`src/rtl/hli_pkg.sv`:
```
package hli_pkg;

  localparam int OPC_W = 12;

  // first-halfword opcodes, bits [15:4]
  localparam logic [OPC_W-1:0] OPC_ANDH_KEEP = 12'hE41;
  localparam logic [OPC_W-1:0] OPC_ANDH_CLR  = 12'hE61;
  localparam logic [OPC_W-1:0] OPC_ANDL_KEEP = 12'hE01;
  localparam logic [OPC_W-1:0] OPC_ANDL_CLR  = 12'hE21;
  localparam logic [OPC_W-1:0] OPC_EORH      = 12'hEE1;
  localparam logic [OPC_W-1:0] OPC_EORL      = 12'hEC1;
  localparam logic [OPC_W-1:0] OPC_ORH       = 12'hEA1;
  localparam logic [OPC_W-1:0] OPC_ORL       = 12'hE81;

  typedef enum logic [1:0] {
    LOP_AND  = 2'd0,
    LOP_OR   = 2'd1,
    LOP_EOR  = 2'd2,
    LOP_NONE = 2'd3
  } lop_e;

  typedef struct packed {
    logic hit;
    lop_e op;
    logic upper;
    logic clr;
  } dec_t;

endpackage

```
`src/rtl/hli_decode.sv`:
```
module hli_decode
  import hli_pkg::*;
(
  input  logic [OPC_W-1:0] opc_i,
  output dec_t             dec_o
);

  always_comb begin
    dec_o = '{hit: 1'b1, op: LOP_AND, upper: 1'b0, clr: 1'b0};
    unique case (opc_i)
      OPC_ANDH_KEEP: begin dec_o.upper = 1'b1; end
      OPC_ANDH_CLR:  begin dec_o.upper = 1'b1; dec_o.clr = 1'b1; end
      OPC_ANDL_KEEP: ;
      OPC_ANDL_CLR:  begin dec_o.clr = 1'b1; end
      OPC_EORH:      begin dec_o.op = LOP_EOR; dec_o.upper = 1'b1; end
      OPC_EORL:      begin dec_o.op = LOP_EOR; end
      OPC_ORH:       begin dec_o.op = LOP_OR; dec_o.upper = 1'b1; end
      OPC_ORL:       begin dec_o.op = LOP_OR; end
      default:       begin dec_o.hit = 1'b0; dec_o.op = LOP_NONE; end
    endcase
  end

endmodule

```
`src/rtl/hli_halfop.sv`:
```
module hli_halfop
  import hli_pkg::*;
#(
  parameter int HALF_W = 16
) (
  input  lop_e                  op_i,
  input  logic                  upper_i,
  input  logic                  clr_i,
  input  logic [2*HALF_W-1:0]   opnd_i,
  input  logic [HALF_W-1:0]     imm_i,
  output logic [2*HALF_W-1:0]   res_o
);

  localparam int W = 2 * HALF_W;

  logic [HALF_W-1:0] fill;
  logic [W-1:0]      mask;

  // untouched half: ones for a keeping AND, zeros otherwise
  always_comb fill = (op_i == LOP_AND && !clr_i) ? '1 : '0;

  for (genvar h = 0; h < 2; h++) begin : g_half
    localparam bit IS_UPPER = (h == 1);
    assign mask[h*HALF_W +: HALF_W] = (upper_i == IS_UPPER) ? imm_i : fill;
  end

  always_comb begin
    unique case (op_i)
      LOP_AND: res_o = opnd_i & mask;
      LOP_OR:  res_o = opnd_i | mask;
      LOP_EOR: res_o = opnd_i ^ mask;
      default: res_o = opnd_i;
    endcase
  end

endmodule

```
`src/rtl/hli_flags.sv`:
```
module hli_flags #(
  parameter int W = 32
) (
  input  logic [W-1:0] val_i,
  output logic         n_o,
  output logic         z_o
);

  assign n_o = val_i[W-1];
  assign z_o = ~|val_i;

endmodule

```
`src/rtl/hli_unit.sv`:
```
module hli_unit
  import hli_pkg::*;
#(
  parameter int HALF_W = 16,
  parameter int REG_W  = 4
) (
  input  logic                  clk_i,
  input  logic                  rst_ni,
  input  logic                  valid_i,
  input  logic [2*HALF_W-1:0]   insn_i,
  input  logic [2*HALF_W-1:0]   rs_val_i,
  input  logic [2*HALF_W-1:0]   pc_i,
  output logic                  valid_o,
  output logic                  wr_en_o,
  output logic                  branch_o,
  output logic [REG_W-1:0]      rd_o,
  output logic [2*HALF_W-1:0]   result_o,
  output logic                  flag_n_o,
  output logic                  flag_z_o
);

  localparam int              W       = 2 * HALF_W;
  localparam logic [REG_W-1:0] PC_IDX = '1;

  logic [HALF_W-1:0] hw1, imm;
  logic [REG_W-1:0]  rd;
  logic              to_pc, accept;
  logic [W-1:0]      opnd, res;
  logic              n_d, z_d;
  dec_t              dec;

  assign hw1    = insn_i[W-1:HALF_W];
  assign imm    = insn_i[HALF_W-1:0];
  assign rd     = hw1[REG_W-1:0];
  assign to_pc  = (rd == PC_IDX);
  assign opnd   = to_pc ? pc_i : rs_val_i;
  assign accept = valid_i & dec.hit;

  hli_decode u_dec (
    .opc_i (hw1[HALF_W-1 -: OPC_W]),
    .dec_o (dec)
  );

  hli_halfop #(.HALF_W(HALF_W)) u_op (
    .op_i    (dec.op),
    .upper_i (dec.upper),
    .clr_i   (dec.clr),
    .opnd_i  (opnd),
    .imm_i   (imm),
    .res_o   (res)
  );

  hli_flags #(.W(W)) u_flg (
    .val_i (res),
    .n_o   (n_d),
    .z_o   (z_d)
  );

  always_ff @(posedge clk_i or negedge rst_ni) begin
    if (!rst_ni) begin
      valid_o  <= 1'b0;
      wr_en_o  <= 1'b0;
      branch_o <= 1'b0;
      rd_o     <= '0;
      result_o <= '0;
      flag_n_o <= 1'b0;
      flag_z_o <= 1'b0;
    end else begin
      valid_o  <= accept;
      wr_en_o  <= accept & ~to_pc;
      branch_o <= accept & to_pc;
      if (accept) begin
        rd_o     <= rd;
        result_o <= res;
        flag_n_o <= n_d;
        flag_z_o <= z_d;
      end
    end
  end

endmodule

```
`config.mk`:
```
export PLATFORM = sky130hd
export DESIGN_NAME = hli_unit
export DESIGN_NICKNAME = d
export VERILOG_FILES = /design/src/rtl/hli_pkg.sv /design/src/rtl/hli_decode.sv /design/src/rtl/hli_halfop.sv /design/src/rtl/hli_flags.sv /design/src/rtl/hli_unit.sv
export SDC_FILE = /design/constraint.sdc
export NUM_CORES = 1
export LEC_CHECK = 0
export CORE_ASPECT_RATIO = 0.75
export CORE_MARGIN = 1
export CORE_UTILIZATION = 35
export DETAILED_ROUTE_END_ITERATION = 8
export GPL_TIMING_DRIVEN = 1
export PLACE_DENSITY = 0.67
export SLEW_MARGIN = 10
export SYNTH_ARGS = -nofsm -noshare
export SYNTH_HDL_FRONTEND = slang
export SYNTH_HIERARCHICAL = 1
export SYNTH_SLANG_ARGS = --single-unit
```
`constraint.sdc`:
```
create_clock -name clk_i -period 1 [get_ports clk_i]
set_input_delay 0.2 -clock clk_i [delete_from_list [all_inputs] [get_ports clk_i]]
set_output_delay 0.2 -clock clk_i [all_outputs]
set_load 0.1 [all_outputs]
```
==> impl_metrics.env <==
export IMPL_status="finished, violations left"
export IMPL_violations="setup timing"
export IMPL_fin_crit_sh=3.15
export IMPL_synth_area_per_cell_sq_um=11.8
export IMPL_synth_distinct_cells=28
export IMPL_setup_viol=82
export IMPL_place_gp_congestion=0.858
export IMPL_core_area_sq_um=13000
export IMPL_syn_to_final_growth_pct=63.1
export IMPL_track_usage=0.199
export IMPL_register_area_sq_um=1080
export IMPL_fill_cells=1035
export IMPL_ant_nets=0
export IMPL_antenna_found_initial=0
export IMPL_numCtsBuffers=5
export IMPL_yosysTopAreaCell="dfrtp_1"
export IMPL_drc_errors=0
export IMPL_multiInputGateArea_sq_um=3290
export IMPL_clkSinkCount=41
export IMPL_r2r_start="result_o[23]"
export IMPL_rows=36
export IMPL_maxCapViolCount=0
export IMPL_pin_count=140
export IMPL_worst_setup_path_start_kind="input pin"
export IMPL_path_class="in -> reg"
export IMPL_cts_max_level=2
export IMPL_p_per_area_nw_per_um2=707
export IMPL_reg2reg_depth=2
export IMPL_crit_family="simple AND/OR/NAND/NOR gates"
export IMPL_avgRoutedWirePerCell_microns=17.6
export IMPL_arrival_ns=3.38
export IMPL_cp_common_cell="buf_6"
export IMPL_cts_tree="done"
export IMPL_critical_path_required_ns=1.23
export IMPL_n_antenna_cell=0
export IMPL_viasPerCell=5.02
export IMPL_report_final_slew_viol_count=0
export IMPL_relSlewSlack=0.625
export IMPL_rsz0062_at_grt="true"
export IMPL_syn_inst=393
export IMPL_dp_cells=729
export IMPL_initial_core_util=0.358
export IMPL_synth_seq_cells=41
export IMPL_wirelength_microns=13300
export IMPL_grt_overflow_total=0
export IMPL_grt_pass1_vias=4123
export IMPL_slowest_delay_ns=0.51
export IMPL_hold_viol_final=0
export IMPL_clk_path_buf_depth=2
export IMPL_hold_path_class="in -> async"
export IMPL_ys_seq_area_frac=0.221
export IMPL_cts_root_buf="clkbuf_16"
export IMPL_worst_setup_path_end_kind="flip-flop"
export IMPL_die_area_sq_um=13700
export IMPL_nNetsFinal=749
export IMPL_cp_max_fo=6
export IMPL_synth_top_area_share=0.221
export IMPL_die_x_microns=135
export IMPL_leakage_nw=3.75
export IMPL_holdWs_ns=0.423
export IMPL_grt_max_degree=42
export IMPL_crit_buf_inv=5
export IMPL_dieHeight_microns=102
export IMPL_drive_above_1_share=0.534
export IMPL_netlist_area_sq_um=4640
export IMPL_tightest_slew_ns=0.562
export IMPL_slowest_stage="mux4_2"
export IMPL_fin_ws_ns=-2.15
export IMPL_timing_fmax_ghz=0.317
export IMPL_grt_pass1_wl_microns=20800
export IMPL_timing_rr_end="result_o[23]"
export IMPL_period_needed_ns=3.15
export IMPL_r2r_setup_slack_ns=0.09
export IMPL_instances_no_fill=757
export IMPL_dpl_hpwl_microns=9760
export IMPL_vdd_ir_drop_max_v=0.000590
export IMPL_finalCoreUtilization=0.584
export IMPL_synth_nets=556
export IMPL_clk_latency_ns=0.28
export IMPL_vias=3798
export IMPL_finClkSkew_ns=0
export IMPL_clk_pin_slew_ns=0.06
export IMPL_synthTopCellsByArea="dfrtp_1, ha_1, mux4_1"
export IMPL_first_iter_violations=142
export IMPL_port_buffers=139
export IMPL_yosys_warnings=6
export IMPL_path_cells="dlygate4sd2_1 -> buf_6 -> a2111o_2 -> buf_6 -> nor4b_4 -> buf_6 -> buf_12 -> a21oi_1 -> ha_1 -> mux4_2 -> nor4_4 -> nand4_1 -> nor2_1 -> mux2_4"
export IMPL_drt_pass1_iterations=5
## synthesized netlist by cell type
cell,instances
a2111o_1,1
a21o_1,32
a21oi_1,32
buf_2,5
buf_4,3
buf_6,15
clkbuf_1,6
dfrtp_1,41
ha_1,64
inv_1,66
mux2_2,42
mux2_4,28
mux2i_1,1
mux4_1,22
mux4_2,10
nand2_1,1
nand2b_1,1
nand4_1,2
nand4_4,1
nand4bb_1,2
nor2_1,2
nor2b_1,2
nor3_1,1
nor4_1,9
nor4_2,1
nor4_4,1
nor4b_4,1
or4_1,1
## logic make-up after synthesis
logic type / synth area share
buffers and inverters: 0.105
muxes: 0.367
and+or+nand+nor: 0.0458
AOI/OAI and AO/OA: 0.0886
DFF: 0.221
adders and majority gates: 0.172
## per-layer routing
metal | track usage | vias to the layer above | routed length [microns]
met2 | 0.364 | 116 | 6890
met1 | 0.242 | 1889 | 5690
met5 | 0 | - | 0
met4 | 0.0527 | 0 | 159
li1 | - | 1783 | -
met3 | 0.0340 | 10 | 569
## power breakdown
part / internal, mW / leakage [nW] / total (mW) / switching [mW]
registers: 1.71 / 0.504 / 1.75 / 0.0447
logic: 1.05 / 3.17 / 1.94 / 0.883
clock network: 0.980 / 0.0690 / 1.67 / 0.685
total: 3.74 / 3.75 / 5.35 / 1.61
## how the worst max path moves through the flow
stage | startpoint | end | slack (ns) | cells past startpoint
floorplan | insn_i[22] | flag_z_o | -2.15 | 12
global placement | insn_i[22] | flag_z_o | -2.96 | 13
detailed placement | insn_i[31] | flag_z_o | -3.08 | 13
CTS | insn_i[28] | flag_z_o | -2.15 | 16
global route | insn_i[24] | flag_z_o | -2.28 | 16
finish | insn_i[21] | flag_z_o | -2.15 | 14
## registers in the layout (all words and copies together), names as in the netlist
register / flops
flag_n_o: 1
branch_o: 1
flag_z_o: 1
rd_o: 4
result_o: 32
valid_o: 1
wr_en_o: 1
## stage by stage
| step | TNS [ns] | setup WS (ns) | total power [mW] | area (sq um) |
|---|---|---|---|---|
| 3_3_place_gp | -89.21 | -2.96 | 3.53 | 6920 |
| 2_1_floorplan | -63.03 | -2.15 | 2.65 | 4650 |
| 5_1_grt | -69.33 | -2.28 | 5.60 | 7580 |
| 6_report | -65.52 | -2.15 | 5.35 | 7580 |
| 4_1_cts | -66.16 | -2.15 | 5.39 | 7490 |
| 3_5_place_dp | -92.55 | -3.08 | 3.60 | 6920 |
## worst register-to-register path: stages, from the launching register on
cell     delay, ns
dfrtp_2       0.42
buf_4         0.14
mux2_4        0.24
## area by class of cell
class / instances / share of cell area
clock buffer: 6 / 0.0183
clock inverter: 1 / 0.000991
inverter: 66 / 0.0327
multi-input combinational: 257 / 0.435
sequential: 41 / 0.142
tap: 171 / 0.0282
timing repair buffer: 215 / 0.343
## cell usage in the layout, fill, tap and decap left out, types with 3 or more instances in the layout
cell type,instances
a21o_1,32
a21oi_1,18
a21oi_2,14
buf_12,49
buf_2,6
buf_4,31
buf_6,34
buf_8,3
clkbuf_16,5
clkdlybuf4s50_1,85
dfrtp_2,40
ha_1,60
ha_2,4
inv_1,65
mux2_2,34
mux2_4,36
mux4_2,32
nor4_2,4
nor4_4,7
## timing repair
| item | CTS | global route |
|---|---|---|
| endpoints found under the setup margin | 82 | 82 |
| endpoints found under the hold margin | 41 | 0 |
| buffers inserted | 17 | 11 |
| hold buffers | 1 | 0 |
| cloned | 4 | 0 |
| resized for setup | 86 | 42 |
| pin swaps | 16 | 19 |
Power figures use the tool's default switching activity.
